### src/rtl/i2c_front_pkg.sv
package i2c_front_pkg;
  localparam int REG_W    = 8;
  localparam int NUM_REGS = 8;

  // register index = word offset / 4
  localparam int RI_CTL  = 0;
  localparam int RI_ST1  = 1;
  localparam int RI_ST2  = 2;
  localparam int RI_CLK  = 3;
  localparam int RI_OWN1 = 4;
  localparam int RI_OWN2 = 5;
  localparam int RI_DATA = 6;
  localparam int RI_XCLK = 7;

  localparam int CTL_PE = 5;
  localparam int CTL_IE = 0;

  localparam int CLK_DIV_W  = 7;
  localparam int XCLK_DIV_W = 5;
  localparam int DIV_W      = CLK_DIV_W + XCLK_DIV_W;
  localparam int CLK_FAST   = 7;

  // engine condition pulse positions
  localparam int EV_START    = 0;
  localparam int EV_ADDR_HIT = 1;
  localparam int EV_HDR10    = 2;
  localparam int EV_TX_DONE  = 3;
  localparam int EV_ADDR_END = 4;
  localparam int EV_NACK     = 5;
  localparam int EV_STOP     = 6;
  localparam int EV_ARB      = 7;
  localparam int EV_BUSERR   = 8;
  localparam int EV_SCL_FALL = 9;
  localparam int EV_DDC      = 10;
  localparam int NUM_EVT_IN  = 11;
  localparam int FL_RX_DONE  = NUM_EVT_IN;
  localparam int NUM_FLAG    = NUM_EVT_IN + 1;

  localparam logic [REG_W-1:0] OWN2_RST = 8'h40;

  typedef logic [REG_W-1:0] reg_byte_t;

  function automatic reg_byte_t reg_reset(int idx);
    return (idx == RI_OWN2) ? OWN2_RST : '0;
  endfunction
endpackage

### src/rtl/i2c_front_decode.sv
module i2c_front_decode
  import i2c_front_pkg::*;
#(
  parameter int ADDR_W = 8
) (
  input  logic                bus_sel_i,
  input  logic                bus_wr_i,
  input  logic [ADDR_W-1:0]   bus_addr_i,
  output logic [NUM_REGS-1:0] wr_stb_o,
  output logic [NUM_REGS-1:0] rd_stb_o,
  output logic                mapped_o
);
  localparam int IDX_LSB = 2;
  localparam int IDX_W   = $clog2(NUM_REGS);
  localparam int SPAN    = IDX_LSB + IDX_W;

  logic [IDX_W-1:0] idx;

  assign idx      = bus_addr_i[SPAN-1:IDX_LSB];
  assign mapped_o = (bus_addr_i[IDX_LSB-1:0] == '0) &&
                    (bus_addr_i[ADDR_W-1:SPAN] == '0);

  for (genvar g = 0; g < NUM_REGS; g++) begin : g_stb
    assign wr_stb_o[g] = bus_sel_i &  bus_wr_i & mapped_o & (idx == IDX_W'(g));
    assign rd_stb_o[g] = bus_sel_i & ~bus_wr_i & mapped_o & (idx == IDX_W'(g));
  end
endmodule

### src/rtl/i2c_front_cfg.sv
module i2c_front_cfg
  import i2c_front_pkg::*;
(
  input  logic                            clk,
  input  logic                            rst,
  input  logic [NUM_REGS-1:0]             wr_stb_i,
  input  logic [REG_W-1:0]                wbyte_i,
  input  logic                            rx_valid_i,
  input  logic [REG_W-1:0]                rx_byte_i,
  output logic [NUM_REGS-1:0][REG_W-1:0]  regs_o,
  output logic [REG_W-1:0]                ctl_next_o
);
  logic [NUM_REGS-1:0][REG_W-1:0] regs_q;
  logic [NUM_REGS-1:0][REG_W-1:0] regs_d;

  always_comb begin
    for (int i = 0; i < NUM_REGS; i++) begin
      regs_d[i] = regs_q[i];
      if (i == RI_ST1 || i == RI_ST2)
        regs_d[i] = '0;             // status lives in the event unit
      else if (wr_stb_i[i])
        regs_d[i] = wbyte_i;
      else if (i == RI_DATA && rx_valid_i)
        regs_d[i] = rx_byte_i;
    end
  end

  always_ff @(posedge clk) begin
    if (rst) begin
      for (int i = 0; i < NUM_REGS; i++) regs_q[i] <= reg_reset(i);
    end else begin
      regs_q <= regs_d;
    end
  end

  assign regs_o     = regs_q;
  assign ctl_next_o = regs_d[RI_CTL];

  p_rx_load_r14: assert property (@(posedge clk) disable iff (rst)
    (rx_valid_i && !wr_stb_i[RI_DATA]) |=> (regs_q[RI_DATA] == $past(rx_byte_i)));
endmodule

### src/rtl/i2c_front_events.sv
module i2c_front_events
  import i2c_front_pkg::*;
(
  input  logic                  clk,
  input  logic                  rst,
  input  logic [NUM_EVT_IN-1:0] evt_i,
  input  logic                  rx_valid_i,
  input  logic [NUM_REGS-1:0]   wr_stb_i,
  input  logic [NUM_REGS-1:0]   rd_stb_i,
  input  logic [REG_W-1:0]      wbyte_i,
  output logic [NUM_FLAG-1:0]   flags_o,
  output logic                  evf_o,
  output logic                  evf_next_o
);
  logic [NUM_FLAG-1:0] flag_q, flag_d, set_v, clr_v;
  logic pe_wr, dis_wr, wr_dr, rd_dr, rd_st2;

  assign pe_wr  = wr_stb_i[RI_CTL] &  wbyte_i[CTL_PE];
  assign dis_wr = wr_stb_i[RI_CTL] & ~wbyte_i[CTL_PE];
  assign wr_dr  = wr_stb_i[RI_DATA];
  assign rd_dr  = rd_stb_i[RI_DATA];
  assign rd_st2 = rd_stb_i[RI_ST2];

  assign set_v = {rx_valid_i, evt_i};

  always_comb begin
    clr_v = {NUM_FLAG{dis_wr}};
    clr_v[EV_START]    |= wr_dr;
    clr_v[EV_HDR10]    |= wr_dr;
    clr_v[EV_TX_DONE]  |= wr_dr;
    clr_v[FL_RX_DONE]  |= rd_dr;
    clr_v[EV_ADDR_END] |= pe_wr;
    clr_v[EV_NACK]     |= rd_st2;
    clr_v[EV_STOP]     |= rd_st2;
    clr_v[EV_ARB]      |= rd_st2;
    clr_v[EV_BUSERR]   |= rd_st2;
    clr_v[EV_SCL_FALL] |= rd_st2;
    clr_v[EV_DDC]      |= rd_st2;
  end

  for (genvar g = 0; g < NUM_FLAG; g++) begin : g_flag
    assign flag_d[g] = set_v[g] | (flag_q[g] & ~clr_v[g]);

    p_set_wins_r11: assert property (@(posedge clk) disable iff (rst)
      set_v[g] |=> flag_q[g]);
  end

  always_ff @(posedge clk) begin
    if (rst) flag_q <= '0;
    else     flag_q <= flag_d;
  end

  assign flags_o    = flag_q;
  assign evf_o      = |flag_q;
  assign evf_next_o = |flag_d;

  p_st2_read_clears_r10: assert property (@(posedge clk) disable iff (rst)
    (rd_st2 && !set_v[EV_NACK]) |=> !flag_q[EV_NACK]);
  p_dr_write_clears_r8: assert property (@(posedge clk) disable iff (rst)
    (wr_dr && !set_v[EV_TX_DONE]) |=> !flag_q[EV_TX_DONE]);
  p_pe_write_clears_r9: assert property (@(posedge clk) disable iff (rst)
    (pe_wr && !set_v[EV_ADDR_END]) |=> !flag_q[EV_ADDR_END]);
endmodule

### src/rtl/i2c_reg_front.sv
module i2c_reg_front
  import i2c_front_pkg::*;
#(
  parameter int ADDR_W = 8,
  parameter int DATA_W = 32
) (
  input  logic                  clk,
  input  logic                  rst,
  input  logic                  bus_sel_i,
  input  logic                  bus_wr_i,
  input  logic [ADDR_W-1:0]     bus_addr_i,
  input  logic [DATA_W-1:0]     bus_wdata_i,
  output logic [DATA_W-1:0]     bus_rdata_o,
  output logic                  irq_o,
  input  logic [NUM_EVT_IN-1:0] eng_evt_i,
  input  logic                  eng_busy_i,
  input  logic                  eng_tx_mode_i,
  input  logic                  eng_master_i,
  input  logic                  rx_valid_i,
  input  logic [REG_W-1:0]      rx_byte_i,
  output logic [REG_W-1:0]      ctl_o,
  output logic [DIV_W-1:0]      div_o,
  output logic                  fast_o,
  output logic [REG_W-1:0]      own_addr1_o,
  output logic [REG_W-1:0]      own_addr2_o,
  output logic [REG_W-1:0]      tx_byte_o,
  output logic                  tx_load_o
);
  localparam int LANES = DATA_W / REG_W;

  logic [NUM_REGS-1:0]            wr_stb, rd_stb;
  logic                           mapped;
  logic [NUM_REGS-1:0][REG_W-1:0] regs, view;
  logic [REG_W-1:0]               ctl_next, rbyte, st1, st2;
  logic [NUM_FLAG-1:0]            fl;
  logic                           evf, evf_next;
  logic [DATA_W-1:0]              rdata_q;
  logic                           irq_q, tx_load_q;

  i2c_front_decode #(.ADDR_W(ADDR_W)) u_decode (
    .bus_sel_i (bus_sel_i),
    .bus_wr_i  (bus_wr_i),
    .bus_addr_i(bus_addr_i),
    .wr_stb_o  (wr_stb),
    .rd_stb_o  (rd_stb),
    .mapped_o  (mapped)
  );

  i2c_front_cfg u_cfg (
    .clk       (clk),
    .rst       (rst),
    .wr_stb_i  (wr_stb),
    .wbyte_i   (bus_wdata_i[REG_W-1:0]),
    .rx_valid_i(rx_valid_i),
    .rx_byte_i (rx_byte_i),
    .regs_o    (regs),
    .ctl_next_o(ctl_next)
  );

  i2c_front_events u_events (
    .clk       (clk),
    .rst       (rst),
    .evt_i     (eng_evt_i),
    .rx_valid_i(rx_valid_i),
    .wr_stb_i  (wr_stb),
    .rd_stb_i  (rd_stb),
    .wbyte_i   (bus_wdata_i[REG_W-1:0]),
    .flags_o   (fl),
    .evf_o     (evf),
    .evf_next_o(evf_next)
  );

  assign st1 = {evf, fl[EV_HDR10], eng_tx_mode_i, eng_busy_i,
                fl[EV_TX_DONE] | fl[FL_RX_DONE], fl[EV_ADDR_HIT],
                eng_master_i, fl[EV_START]};
  assign st2 = {fl[EV_SCL_FALL], 1'b0, fl[EV_ADDR_END], fl[EV_NACK],
                fl[EV_STOP], fl[EV_ARB], fl[EV_BUSERR], fl[EV_DDC]};

  always_comb begin
    view         = regs;
    view[RI_ST1] = st1;
    view[RI_ST2] = st2;
    rbyte        = '0;
    for (int i = 0; i < NUM_REGS; i++)
      if (rd_stb[i]) rbyte |= view[i];
  end

  always_ff @(posedge clk) begin
    if (rst) begin
      rdata_q   <= '0;
      irq_q     <= 1'b0;
      tx_load_q <= 1'b0;
    end else begin
      if (bus_sel_i && !bus_wr_i) rdata_q <= {LANES{rbyte}};
      irq_q     <= evf_next & ctl_next[CTL_IE];
      tx_load_q <= wr_stb[RI_DATA];
    end
  end

  assign bus_rdata_o = rdata_q;
  assign irq_o       = irq_q;
  assign tx_load_o   = tx_load_q;
  assign ctl_o       = regs[RI_CTL];
  assign div_o       = {regs[RI_XCLK][XCLK_DIV_W-1:0], regs[RI_CLK][CLK_DIV_W-1:0]};
  assign fast_o      = regs[RI_CLK][CLK_FAST];
  assign own_addr1_o = regs[RI_OWN1];
  assign own_addr2_o = regs[RI_OWN2];
  assign tx_byte_o   = regs[RI_DATA];

  p_irq_level_r7: assert property (@(posedge clk) disable iff (rst)
    irq_o == (evf && ctl_o[CTL_IE]));
  p_unmapped_zero_r3: assert property (@(posedge clk) disable iff (rst)
    (bus_sel_i && !bus_wr_i && !mapped) |=> (bus_rdata_o == '0));
  p_one_strobe_r2: assert property (@(posedge clk) disable iff (rst)
    $onehot0({wr_stb, rd_stb}));
endmodule

### config.mk
export PLATFORM = sky130hd
export DESIGN_NAME = i2c_reg_front
export DESIGN_NICKNAME = d
export VERILOG_FILES = /design/src/rtl/i2c_front_pkg.sv /design/src/rtl/i2c_front_decode.sv /design/src/rtl/i2c_front_cfg.sv /design/src/rtl/i2c_front_events.sv /design/src/rtl/i2c_reg_front.sv
export SDC_FILE = /design/constraint.sdc
export NUM_CORES = 1
export LEC_CHECK = 0
export BUFFER_PORTS_ARGS = -buffer_cell sky130_fd_sc_hd__buf_2
export CORE_MARGIN = 1
export CORE_UTILIZATION = 45
export DETAILED_ROUTE_END_ITERATION = 16
export PLACE_DENSITY = 0.75
export SYNTH_ARGS = -nofsm -noshare
export SYNTH_HDL_FRONTEND = slang
export SYNTH_SLANG_ARGS = --single-unit
### constraint.sdc
create_clock -name clk -period 2.8 [get_ports clk]
set_input_delay 0.14 -clock clk [delete_from_list [all_inputs] [get_ports clk]]
set_output_delay 0.14 -clock clk [all_outputs]
set_load 0.01 [all_outputs]
* Word-level counts from Yosys, hierarchy flattened
Index checks and enable logic that the tools add are counted.
** Word-level totals
- Input port bits :: 67
- Flip-flop bits (word level) :: 94
- Word-level logic and storage cells :: 102
- Output and inout port bits :: 79
** Cells by class
- Mux-type cells :: 11
- Reductions and logical operators :: 9
- Equality and inequality tests :: 7
- Bitwise operators :: 64
** Operators by type and width (number)
- 8-bit two-way mux :: 10
- 8-bit bitwise OR :: 7
- 1-bit AND :: 33
- 12-bit OR reduction :: 2
- 1-bit bitwise OR :: 17
- 3-bit == test, second input constant :: 4
- 1-bit NOT :: 7
- 3-bit by 2-bit == test with 1-bit output, second input constant :: 2
- 3-bit zero test :: 2
- 3-bit by 1-bit == test with 1-bit output, second input constant :: 1
- 1-bit logical AND :: 2
- 2-bit zero test :: 1
- 2-bit nonzero test :: 1
- 1-bit zero test :: 1
- 1-bit two-way mux :: 1

* Logic depth before layout (Yosys ltp)
- Depth after elaboration :: 19
- Mapped depth :: 8

* Hierarchy
Synthesis repeated with hierarchy kept, for this count alone.
** Second synthesis, totals
- Cells, all modules :: 378
- Area total of the unflattened synthesis :: 3641.0 µm²
** Modules (own cells, without submodules)
- i2c_front_cfg :: cells each 189, seq. area each 960.9 µm², instances 1, area an instance 2088.3 µm²
- i2c_reg_front :: cells each 104, seq. area each 200.2 µm², instances 1, area an instance 918.4 µm²
- i2c_front_events :: cells each 56, seq. area each 240.2 µm², instances 1, area an instance 459.2 µm²
- i2c_front_decode :: cells each 29, seq. area each 0.0 µm², instances 1, area an instance 175.2 µm²

* Worst setup path before layout
Ideal clock, no wire load.
- Path kind :: input to register
- Start point :: input port bus_addr_i[0]
- End point :: register irq_q, in the netlist irq_o
- Data arrival time :: 1.876 ns
- Path slack :: 0.833 ns
- Path buffers :: 2
- Data required time :: 2.709 ns
- Stages :: 7
- Cells stage by stage :: or4_4 -> buf_6 -> or2_4 -> or3_1 -> buf_4 -> mux2i_1 -> a311oi_1
** Between the ends
- Word-level cells in the longest chain between the ends :: 11
** Ends and longest elaborated chain
- start, declared :: RTL line i2c_reg_front.sv:11 : input logic [ADDR_W-1:0] bus_addr_i,
- 2-bit zero test * :: RTL line i2c_front_decode.sv:20 : assign mapped_o = (bus_addr_i[IDX_LSB-1:0] == '0) &&
- 1-bit logical AND * :: RTL line i2c_front_decode.sv:20
- 1-bit AND (2 in a row) :: RTL line i2c_front_decode.sv:24 : assign wr_stb_o[g] = bus_sel_i & bus_wr_i & mapped_o & (idx == IDX_W'(g));
- 1-bit AND (on tied branches) :: RTL line i2c_front_events.sv:19, i2c_front_events.sv:18
- 1-bit bitwise OR (on tied branches)
- 1-bit NOT :: RTL line i2c_front_events.sv:42 : assign flag_d[g] = set_v[g] | (flag_q[g] & ~clr_v[g]);
- 1-bit AND :: RTL line i2c_front_events.sv:42
- 1-bit bitwise OR :: RTL line i2c_front_events.sv:42
- 12-bit OR reduction :: RTL line i2c_front_events.sv:55 : assign evf_next_o = |flag_d;
- 1-bit AND * :: RTL line i2c_reg_front.sv:95 : irq_q <= evf_next & ctl_next[CTL_IE];
- end signal, assigned :: RTL line i2c_reg_front.sv:95
- end, declared :: RTL line i2c_reg_front.sv:38 : logic irq_q, tx_load_q;
Every way passes the cells marked *; elsewhere a longest branch is shown, timed or not.
A chain may end at the register's enable or synchronous reset.

* Worst setup path after layout
Same ends and word-level chain as after synthesis.

==> results.txt <==
----------------------------------------------------
[Run status]
  Outcome ... finished, final reports clean

[Route]
  Vias/cell ... approximately 5.7
  Antenna Nets Post-Route ... 0
  Total Wirelength ... approximately 10 mm
  DRT iter0 DRCs ... 269
  Overall via count from detail_route ... 3,295
  Remaining DRCs ... 0
  Wire length per cell after detailed routing ... 17.1 um
  First-pass DRT Iterations ... 6

[Hold path]
  Worst Hold Class ... in2reg

[CTS]
  Clock Root Buffer ... clkbuf_8
  Number of cells upsized or downsized after cts ... 0
  Maximum level of the CTS H-tree ... 3
  CTS tree ... yes
  Number of sinks on the clock net ... 70
  Post-CTS setup buffers ... 0
  Maximum buffer depth of the clock tree ... 2
  Hold-fix buffers, CTS ... 0
  Clock-pin slew reported for the worst setup and hold paths after clock tree synthesis ... roughly 0.07 ns
  Latest clock arrival within the worst-skew pair ... 0.35 ns
  Total clock buffers created by CTS ... 9

[Worst setup path]
  WS Path Type ... in2reg
  Max Fanout on Critical Path ... 9
  Endpoint arrival time on the critical path ... 2.14 ns
  Kind of launch point of the worst setup path ... primary input
  Largest stage delay on the critical path ... about 0.60 ns
  Cell at the slowest stage of the critical path ... or4_4
  Type of element capturing the critical path ... register
  Ordered list of cells on the worst path ... buf_2, or4_4, or2_4, or3_1, mux2i_1, a311oi_1
  Required time of the critical path ... slightly above 3 ns

[Synth]
  Total of flip-flops plus latches after synthesis ... 70
  Fraction of synthesized area in multiplexers ... around 16%
  XOR/XNOR share of the synthesized area ... 0%
  Synth Area per Inst ... slightly below 9 um2
  Post-synthesis sequential area ratio ... about 37%
  Synth Cell Area ... between 0.003 and 0.004 mm2
  Share of synthesized registers carrying an async set or reset ... 0%
  Fraction of the mapped netlist area in compound gates ... between 10% and 20%
  Synth Warn # ... 0
  Number of library cell types mapped by synthesis ... 49
  Most instantiated flip-flop cell in the synthesis netlist ... dfxtp_1
  Synthesized Nets ... between 400 and 500
  Dominant combinational cell family by area after synthesis ... simple AND/OR/NAND/NOR gates
  Cells after Synth ... 427
  Adder-cell share of the synthesized area ... 0%
  Number of enable-type register cells in the synthesized netlist ... 0
  Post-synthesis share of cell area spent on and, or, nand and nor gates ... between 10% and 20%

[Global routing]
  First-pass GRT wire length ... about 15 mm
  Global-route usage over all layers ... a little under a quarter
  Number of global-route vias before repair ... 3,044
  Largest net degree at the start of global routing ... between 50 and 60
  Number of antenna violations at the first check in global routing ... 0
  Final global-route overflow total ... 0

[Finish]
  Layout overhead on the synthesized area ... 9.28%
  Leading cell types in the layout, fill and taps excluded ... buf_2, dfxtp_1, nor2_1, mux2i_1, nand2_1
  Fill cell count ... about 800
  Number of standard cells in the layout, taps in and fillers out ... between 500 and 600
  Layout cell share with drive strength beyond 1 ... approximately 35%
  Post-layout instance area ... roughly 0.0041 mm2
  Net count reported at finish ... between 500 and 600
  Most common cell after layout, fill and taps aside ... buf_2
  Number of antenna diodes ... 0
  Final Core Density ... 50.5%

[STA]
  Worst max-slew margin expressed relative to the limit ... about 35%
  Pins over their slew limit ... 0
  Post-layout min period ... 1.88 ns
  Worst-case hold slack ... ~0.008 ns
  Upper clock frequency limit ... approximately 0.53 GHz
  Final cycle utilization of the critical path ... around 67%
  Setup repair after global routing missed its margin ... no
  Measured slew at the worst slew-check pin ... between 0.9 and 1 ns
  Final setup viols ... 0
  Worst Clk Skew ... 0.00721 ns
  Setup tns final ... 0 ns
  Final count of hold timing violations ... 0

[Floorplanning]
  Core region area ... ~0.0082 mm2
  Starting Density ... between 40% and 50%
  Number of ports placed on the die boundary ... ~150
  Number of rows created at floorplan ... 33
  Die Outline Area ... ~0.0088 mm2
  Vert. Die Dim ... 93.6 um
  Die Span X ... 93.6 um

[Placement]
  Cell Area, Placed ... 0.00393 mm2
  Placed wire-length estimate after detailed placement ... between 7 and 8 mm
  Final weighted congestion in routability-driven placement ... between 0.8 and 0.9
  Placed insts ... between 500 and 600
  Count of buffers inserted at the top-level ports ... roughly 120

[Run]
  Max Cap Viol ... 0

[Power and ir drop]
  Static leakage ... approximately 2.0 nW
  VDD IR max ... between 0.3 and 0.4 mV
  Ratio of total power to cell area ... between 500 and 600 mW/mm2

----------------------------------------------------
==> kinds of logic after synthesis <==
| group | count (synthesis) |
|---|---|
| compound gates | 68 |
| buf+inv | 95 |
| flops | 70 |
| mux | 58 |
| simple gates | 136 |
==> path summary, 6_finish.rpt <==
path	startpoint	to	slack, ns	cells after the start
max	bus_addr_i[0]	irq_o$_SDFF_PP0_	0.92	6
min	eng_evt_i[6]	u_events.flags_o[6]$_SDFF_PP0_	0.008	3
max reg2reg	u_events.flags_o[9]$_SDFF_PP0_	irq_o$_SDFF_PP0_	0.93	5
min reg2reg	u_cfg.regs_o[7]$_SDFFE_PP0P_	u_cfg.regs_o[7]$_SDFFE_PP0P_	0.47	2
==> per-stage QoR <==
stage / setup slack, ns / power (mW)
detailed placement: 0.569 / 1.29
global placement: 0.565 / 1.28
floorplan: 0.833 / 1.22
CTS: 0.930 / 2.09
global route: 0.735 / 2.16
finish: 0.918 / 2.09
==> final cells by class <==
type	instances	area, um2	share of cell area, %
Clock buffer	10	138	3.34
Sequential cell	70	1400	34.0
Tap cell	105	131	3.18
Multi-Input combinational cell	262	1750	42.3
Timing Repair Buffer	126	643	15.6
Inverter	2	7.51	0.182
Clock inverter	5	60.1	1.46
==> per-layer routing <==
layer | up-vias | part of all wire [%] | wire length (um) | global-route usage, %
li1 | 1525 | - | - | -
met1 | 1570 | 42 | 4180 | 28.8
met2 | 182 | 47 | 4700 | 38.8
met3 | 18 | 8.7 | 865 | 6.34
met4 | 0 | 1.7 | 171 | 8.59
met5 | - | 0 | 0 | 0
==> cells in the mapped netlist, types with 5 or more instances <==
cell | count | area [um2]
a211oi_1 | 9 | 67.6
nor3_1 | 9 | 45.0
nor2_1 | 66 | 248
mux2i_1 | 48 | 480
mux2_2 | 8 | 90.1
a21oi_1 | 20 | 100
buf_4 | 69 | 518
nand3_1 | 5 | 25.0
nor2b_1 | 5 | 31.3
o21ai_0 | 7 | 35.0
dfxtp_1 | 70 | 1400
buf_2 | 5 | 25.0
a311oi_1 | 7 | 61.3
nand2_1 | 26 | 97.6
clkbuf_1 | 14 | 52.6
==> state kept, by name, summed over array words and instances (netlist names) <==
name / flops
u_cfg.regs_o: 48
tx_load_o: 1
irq_o: 1
u_events.flags_o: 12
bus_rdata_o: 8
==> critical path: cells and delay by family <==
family | cells | cell delay [ns]
compound gates | 1 | 0.24
buf+inv | 1 | 0.10
mux | 1 | 0.21
simple gates | 3 | 1.44
==> where the power goes <==
group | switching [mW] | internal [mW]
sequential | 0.0253 | 1.02
combinational | 0.131 | 0.0900
clock | 0.390 | 0.430
(Power assumes the default switching activity.)
